==> src/rtl/txq_pkg.sv <==
package txq_pkg;

   typedef enum logic [2:0] {
      SH_IDLE,
      SH_START,
      SH_DATA,
      SH_PAR,
      SH_STOP
   } sh_state_t;

   typedef struct packed {
      logic [1:0] len_sel;
      logic       par_en;
      logic       par_odd;
      logic       two_stop;
   } frame_cfg_t;

endpackage

==> src/rtl/txq_fifo.sv <==
module txq_fifo #(
   parameter int DW    = 8,
   parameter int DEPTH = 16,
   localparam int AW   = (DEPTH > 1) ? $clog2(DEPTH) : 1,
   localparam int CW   = $clog2(DEPTH + 1)
) (
   input  logic          clk,
   input  logic          rst_n,
   input  logic          cap_one,
   input  logic          wr_en,
   input  logic [DW-1:0] wr_data,
   input  logic          rd_en,
   output logic [DW-1:0] rd_data,
   output logic          empty,
   output logic [CW-1:0] count
);

   logic [DW-1:0] mem [DEPTH];
   logic [AW-1:0] wr_ptr, rd_ptr, wr_nxt, rd_nxt;
   logic          full, push, pop;

   assign empty = (count == '0);
   assign full  = cap_one ? !empty : (count == CW'(DEPTH));
   assign push  = wr_en && !full;
   assign pop   = rd_en && !empty;

   generate
      if ((1 << AW) == DEPTH) begin : g_pow2
         assign wr_nxt = wr_ptr + 1'b1;
         assign rd_nxt = rd_ptr + 1'b1;
      end else begin : g_wrap
         assign wr_nxt = (wr_ptr == AW'(DEPTH - 1)) ? '0 : wr_ptr + 1'b1;
         assign rd_nxt = (rd_ptr == AW'(DEPTH - 1)) ? '0 : rd_ptr + 1'b1;
      end
   endgenerate

   always_ff @(posedge clk) begin
      if (push) mem[wr_ptr] <= wr_data;
   end

   always_ff @(posedge clk or negedge rst_n) begin
      if (!rst_n) begin
         wr_ptr <= '0;
         rd_ptr <= '0;
         count  <= '0;
      end else begin
         if (push) wr_ptr <= wr_nxt;
         if (pop)  rd_ptr <= rd_nxt;
         case ({push, pop})
            2'b10:   count <= count + 1'b1;
            2'b01:   count <= count - 1'b1;
            default: count <= count;
         endcase
      end
   end

   assign rd_data = mem[rd_ptr];

endmodule

==> src/rtl/txq_shifter.sv <==
module txq_shifter
   import txq_pkg::*;
#(
   parameter int DW   = 8,
   parameter int TPB  = 16,
   localparam int TW  = $clog2(TPB),
   localparam int IW  = $clog2(DW),
   localparam int MINB = DW - 3
) (
   input  logic          clk,
   input  logic          rst_n,
   input  logic          tick,
   input  frame_cfg_t    cfg,
   input  logic          have_data,
   input  logic [DW-1:0] load_data,
   output logic          pop,
   output logic          idle,
   output logic          tx
);

   sh_state_t     state;
   logic [TW-1:0] tick_cnt;
   logic [IW-1:0] bit_idx, last_idx;
   logic [DW-1:0] shreg, mask, masked;
   logic [1:0]    len_q;
   logic          par_en_q, two_q, par_bit, stop_idx;
   logic          bit_end, last_stop, start_new;

   assign bit_end   = tick && (tick_cnt == TW'(TPB - 1));
   assign last_stop = !two_q || stop_idx;
   assign last_idx  = IW'(MINB - 1) + IW'(len_q);
   assign mask      = ~({DW{1'b1}} << (MINB + int'(cfg.len_sel)));
   assign masked    = load_data & mask;

   assign start_new = have_data &&
                      (((state == SH_IDLE) && tick) ||
                       ((state == SH_STOP) && bit_end && last_stop));
   assign pop  = start_new;
   assign idle = (state == SH_IDLE);

   always_ff @(posedge clk or negedge rst_n) begin
      if (!rst_n) begin
         state    <= SH_IDLE;
         tick_cnt <= '0;
         bit_idx  <= '0;
         shreg    <= '0;
         len_q    <= '0;
         par_en_q <= 1'b0;
         two_q    <= 1'b0;
         par_bit  <= 1'b0;
         stop_idx <= 1'b0;
      end else if (start_new) begin
         state    <= SH_START;
         tick_cnt <= '0;
         bit_idx  <= '0;
         stop_idx <= 1'b0;
         shreg    <= masked;
         par_bit  <= (^masked) ^ cfg.par_odd;
         len_q    <= cfg.len_sel;
         par_en_q <= cfg.par_en;
         two_q    <= cfg.two_stop;
      end else if (state != SH_IDLE && tick) begin
         tick_cnt <= bit_end ? '0 : tick_cnt + 1'b1;
         if (bit_end) begin
            case (state)
               SH_START: state <= SH_DATA;
               SH_DATA: begin
                  shreg <= shreg >> 1;
                  if (bit_idx == last_idx) begin
                     state    <= par_en_q ? SH_PAR : SH_STOP;
                     stop_idx <= 1'b0;
                  end else begin
                     bit_idx <= bit_idx + 1'b1;
                  end
               end
               SH_PAR: begin
                  state    <= SH_STOP;
                  stop_idx <= 1'b0;
               end
               SH_STOP: begin
                  if (!last_stop) stop_idx <= 1'b1;
                  else            state    <= SH_IDLE;
               end
               default: state <= SH_IDLE;
            endcase
         end
      end
   end

   always_comb begin
      case (state)
         SH_START: tx = 1'b0;
         SH_DATA:  tx = shreg[0];
         SH_PAR:   tx = par_bit;
         default:  tx = 1'b1;
      endcase
   end

endmodule

==> src/rtl/txq_irq.sv <==
module txq_irq (
   input  logic clk,
   input  logic rst_n,
   input  logic ie,
   input  logic buf_empty,
   input  logic wr_strobe,
   output logic irq
);

   logic empty_d;
   logic drained;

   assign drained = buf_empty && !empty_d;

   always_ff @(posedge clk or negedge rst_n) begin
      if (!rst_n) begin
         empty_d <= 1'b1;
         irq     <= 1'b0;
      end else begin
         empty_d <= buf_empty;
         if (!ie || wr_strobe) irq <= 1'b0;
         else if (drained)     irq <= 1'b1;
      end
   end

endmodule

==> src/rtl/txq_serializer.sv <==
module txq_serializer
   import txq_pkg::*;
#(
   parameter int DATA_W     = 8,
   parameter int FIFO_DEPTH = 16,
   parameter int TICKS_BIT  = 16,
   localparam int CNT_W     = $clog2(FIFO_DEPTH + 1)
) (
   input  logic              clk,
   input  logic              rst_n,
   input  logic              tick16,
   input  logic              fifo_mode,
   input  logic [1:0]        char_len,
   input  logic              parity_en,
   input  logic              parity_odd,
   input  logic              stop_two,
   input  logic              txe_ie,
   input  logic              wr_en,
   input  logic [DATA_W-1:0] wr_data,
   output logic              tx_line,
   output logic              hold_empty,
   output logic              all_empty,
   output logic              txe_irq
);

   generate
      if (DATA_W < 5) begin : g_bad_width
         $error("DATA_W must be at least 5");
      end
      if (FIFO_DEPTH < 2) begin : g_bad_depth
         $error("FIFO_DEPTH must be at least 2");
      end
      if (TICKS_BIT < 2) begin : g_bad_ticks
         $error("TICKS_BIT must be at least 2");
      end
   endgenerate

   frame_cfg_t        cfg;
   logic [DATA_W-1:0] head_data;
   logic [CNT_W-1:0]  fifo_count;
   logic              buf_empty, pop, sh_idle;

   assign cfg = '{len_sel: char_len, par_en: parity_en,
                  par_odd: parity_odd, two_stop: stop_two};

   txq_fifo #(.DW(DATA_W), .DEPTH(FIFO_DEPTH)) u_fifo (
      .clk     (clk),
      .rst_n   (rst_n),
      .cap_one (!fifo_mode),
      .wr_en   (wr_en),
      .wr_data (wr_data),
      .rd_en   (pop),
      .rd_data (head_data),
      .empty   (buf_empty),
      .count   (fifo_count)
   );

   txq_shifter #(.DW(DATA_W), .TPB(TICKS_BIT)) u_shift (
      .clk       (clk),
      .rst_n     (rst_n),
      .tick      (tick16),
      .cfg       (cfg),
      .have_data (!buf_empty),
      .load_data (head_data),
      .pop       (pop),
      .idle      (sh_idle),
      .tx        (tx_line)
   );

   txq_irq u_irq (
      .clk       (clk),
      .rst_n     (rst_n),
      .ie        (txe_ie),
      .buf_empty (buf_empty),
      .wr_strobe (wr_en),
      .irq       (txe_irq)
   );

   assign hold_empty = buf_empty;
   assign all_empty  = buf_empty && sh_idle;

endmodule

==> config.mk <==
export PLATFORM = sky130hd
export DESIGN_NAME = txq_serializer
export DESIGN_NICKNAME = d
export VERILOG_FILES = /design/src/rtl/txq_pkg.sv /design/src/rtl/txq_fifo.sv /design/src/rtl/txq_shifter.sv /design/src/rtl/txq_irq.sv /design/src/rtl/txq_serializer.sv
export SDC_FILE = /design/constraint.sdc
export NUM_CORES = 1
export LEC_CHECK = 0
export CAP_MARGIN = 15
export CORE_MARGIN = 1.5
export CORE_UTILIZATION = 65
export CTS_BUF_LIST = sky130_fd_sc_hd__clkbuf_4
export DETAILED_ROUTE_END_ITERATION = 10
export DONT_BUFFER_PORTS = 1
export GPL_TIMING_DRIVEN = 0
export PLACE_DENSITY = 0.83
export SLEW_MARGIN = 20
export SYNTH_ARGS = -nofsm -noshare
export SYNTH_HDL_FRONTEND = slang
export SYNTH_SLANG_ARGS = --single-unit
==> constraint.sdc <==
create_clock -name clk -period 4.2 [get_ports clk]
set_clock_uncertainty 0.05 [all_clocks]
set_input_delay 1.26 -clock clk [delete_from_list [all_inputs] [get_ports clk]]
set_output_delay 1.26 -clock clk [all_outputs]
set_load 0.01 [all_outputs]
==> impl_results.md <==
- Status: finished, final reports clean
- Seq/Total Area, Yosys: 0.678
- CP Capture Point: u_fifo.count[4]
- Antenna violations before repair: 0
- Clk pwr share: 0.184
- Io pins: 23
- Resize count post-CTS: 0
- DRT Wirelength: 13.2 mm
- Peak supply drop: 0.517 mV
- Core footprint: 10700 um2
- Slowest-stage cell, CP: nor3_2
- Post-synth EDFFs: 128
- Top cell type's share of synthesized area: 0.541
- Slew Viols, Final: 0
- Worst-path clk slew: 130 ps
- Vias/cell: 6.33
- CTS tree: built
- RSZ-0062 raised after global routing: no
- FMAX: 0.272 GHz
- Total Neg Setup Slack: 0 ps
- Ant. Diodes: 0
- Crit. Startpoint: tick16
- Num Clock Sinks: 167
- Final Worst Setup Slack: 524 ps
- WS Path Type: in2reg
- Largest net degree at the start of global routing: 40
- Post-synth ARST share: 0.234
- Worst-Margin Slew: 1070 ps
- Max Cap Viol: 0
- Die H: 108 um
- Power Total: 4.61 mW
- Yosys top cell by area: edfxtp_1
- Number of global-route vias before repair: 3876
- DP Cell Count: 571
- Worst r2r src: u_shift.tick_cnt[0]
- Ys flop type: edfxtp_1
- Total Routing Usage GR: 0.252
- Synth top cells by count: 128 x edfxtp_1, 38 x dfrtp_1, 32 x nor2_1
- H-tree depth: 4
- Sw Share: 0.324
- Layout cells sized above 1: 0.173
- Chip width: 108 um
- Period Utilization, post-route: 0.875
- Cts hold-fix bufs: 0
- First-pass DRT Iterations: 5
- Reg-to-reg endpoint: u_fifo.count[4]
- Critical path's largest stage delay: 690 ps
- Fin cells: 602
- Remaining global-route overflow: 0
- Net Switching: 1.49 mW
- Final Hold Fails: 0
- Max-slew headroom at the worst pin: 0.284
- Placed standard-cell area: 7310 um2
- Initial drt markers: 380
- Pwr Density: 609 nW/um2
- CTS Root Cell: clkbuf_4
- Final Setup Violations: 0
- R2R cell count: 12
- Leakage power: 2.62 nW
- Count leader, synth: edfxtp_1
- Die area: 11600 um2
- # nets final: 479
- Internal power: 3.11 mW
- Vias: 3810
- Detailed Place HPWL: 8.77 mm
- Mapped Cells: 431
- Critical path, cell by cell: and4_1, a31oi_1, nor3_2, clkbuf_1, ha_1, nand2b_1, nand2_1, o221a_2, o21a_1, nor3_2, xor2_1
- Count of cell types in the netlist: 53
- Synth top area cells: edfxtp_1 54%, dfrtp_1 13%, mux4_2 5.7%
- DRT antenna net count: 0
- Footprint of the multi-input gates: 2150 um2
- Final Critical Period: 3680 ps
- Worst-case clock buffer depth: 2
- Area grow syn2layout: 6.28%
- Place WS: -84.6 ps
- #FFs+latches synth: 167
- Final Cell Area: 7560 um2
- CP Launch Type: primary input
- Crit path top cell by count: nor3_2
- Comb pwr share: 0.353
- CTS buffer count: 17
- WP data arrival: 4120 ps
- Syn avg cell area: 16.5 um2
- Cell Rows: 38
- Crit path required time: 4640 ps
- Fill count: 696
- Cell Area, Synth: 7110 um2
- Crit-path max FO: 10
- Net count after synthesis: 460
- Worst R2R Setup Slack: 570 ps
- Reg power frac: 0.463
- Initial core utilization: 0.662
- YS warnings: 0
- IO Port Bufs: 0
- Drt drc: 0
- RD Place Congestion: 0.837
- First-pass GRT wire length: 20.5 mm
- Setup bufs post-CTS: 0
- Register area: 4820 um2
- Critical path endpoint category: flip-flop
- DR WL/cell: 21.9 um
- Clock Latency Late Sink: 560 ps
- Hold Crit Class: in2async
-- worst min-delay path by stage --
stage	cells after the start	start	end	slack, ps
floorplan	1	u_fifo.count[4]	u_fifo.count[4]	380
global placement	1	u_fifo.count[4]	u_fifo.count[4]	400
detailed placement	1	u_fifo.count[4]	u_fifo.count[4]	420
CTS	0	rst_n	u_irq.irq	280
global route	0	rst_n	u_irq.irq	270
finish	0	rst_n	u_irq.irq	320
-- cells in the final DEF (no fill, tap or decap), drive strengths merged, types with 4 or more instances in the layout --
cell type | Yosys | final
a21oi | 7 | 7
a22oi | 8 | 8
buf | 12 | 12
clkbuf | 7 | 27
clkinv | 1 | 6
dfrtp | 38 | 38
edfxtp | 128 | 128
ha | 10 | 10
inv | 7 | 9
mux2 | 4 | 4
mux2i | 8 | 8
mux4 | 33 | 33
nand2 | 29 | 29
nand2b | 4 | 4
nand3 | 16 | 16
nor2 | 33 | 33
nor2b | 6 | 6
nor3 | 11 | 11
o21ai | 19 | 19
xnor2 | 15 | 15
xor2 | 7 | 7
-- stage by stage --
stage / utilization / hold slack, ps
CTS: 0.703 / 284
global route: 0.703 / 265
global placement: 0.678 / 399
floorplan: - / 384
detailed placement: 0.680 / 423
finish: 0.703 / 324
-- cells by family (layout without fill, tap and decap cells) --
kind of cell	Yosys count	count (layout)	synth area share
fa+ha+maj	10	10	0.0176
simple gates	114	114	0.0774
flops	167	167	0.678
xor+xnor	23	23	0.0303
mux	45	45	0.130
compound gates	45	45	0.0442
buf+inv	27	58	0.0225
-- sequential cells by signal, summed over array words and instances, names as in the netlist, 2 cells and up --
register,flops
u_fifo.mem,128
u_shift.shreg,8
u_fifo.count,5
u_fifo.rd_ptr,4
u_fifo.wr_ptr,4
u_shift.tick_cnt,4
u_shift.bit_idx,3
u_shift.state,3
u_shift.len_q,2
-- critical path: cells and delay by family --
kind            cells  cell delay [ps]
xor+xnor            1              170
buf+inv             1              440
simple gates        5             1240
compound gates      3              610
fa+ha+maj           1              400
-- final cells by class --
type / count / area share
well taps: 140 / 0.0232
clock buffers: 20 / 0.0199
plain buffers: 19 / 0.0171
inverters: 8 / 0.00414
multi-input cells: 237 / 0.284
flip-flops and latches: 167 / 0.638
clock inverters: 11 / 0.0134
-- per-layer routing --
layer,vias up,share of wire,global-route usage
li1,1701,-,-
met1,1946,0.40,0.312
met2,133,0.51,0.414
met3,30,0.062,0.0684
met4,0,0.025,0.125
met5,-,0,0
-- power groups by stage --
stage | Sequential [mW] | Clock [mW] | Combinational [mW]
global route | 2.16 | 0.927 | 1.76
CTS | 2.13 | 0.861 | 1.64
detailed placement | 2.16 | 0 | 1.63
finish | 2.13 | 0.847 | 1.63
global placement | 2.15 | 0 | 1.57
floorplan | 2.13 | 0 | 1.29
(Power assumes the default switching activity.)
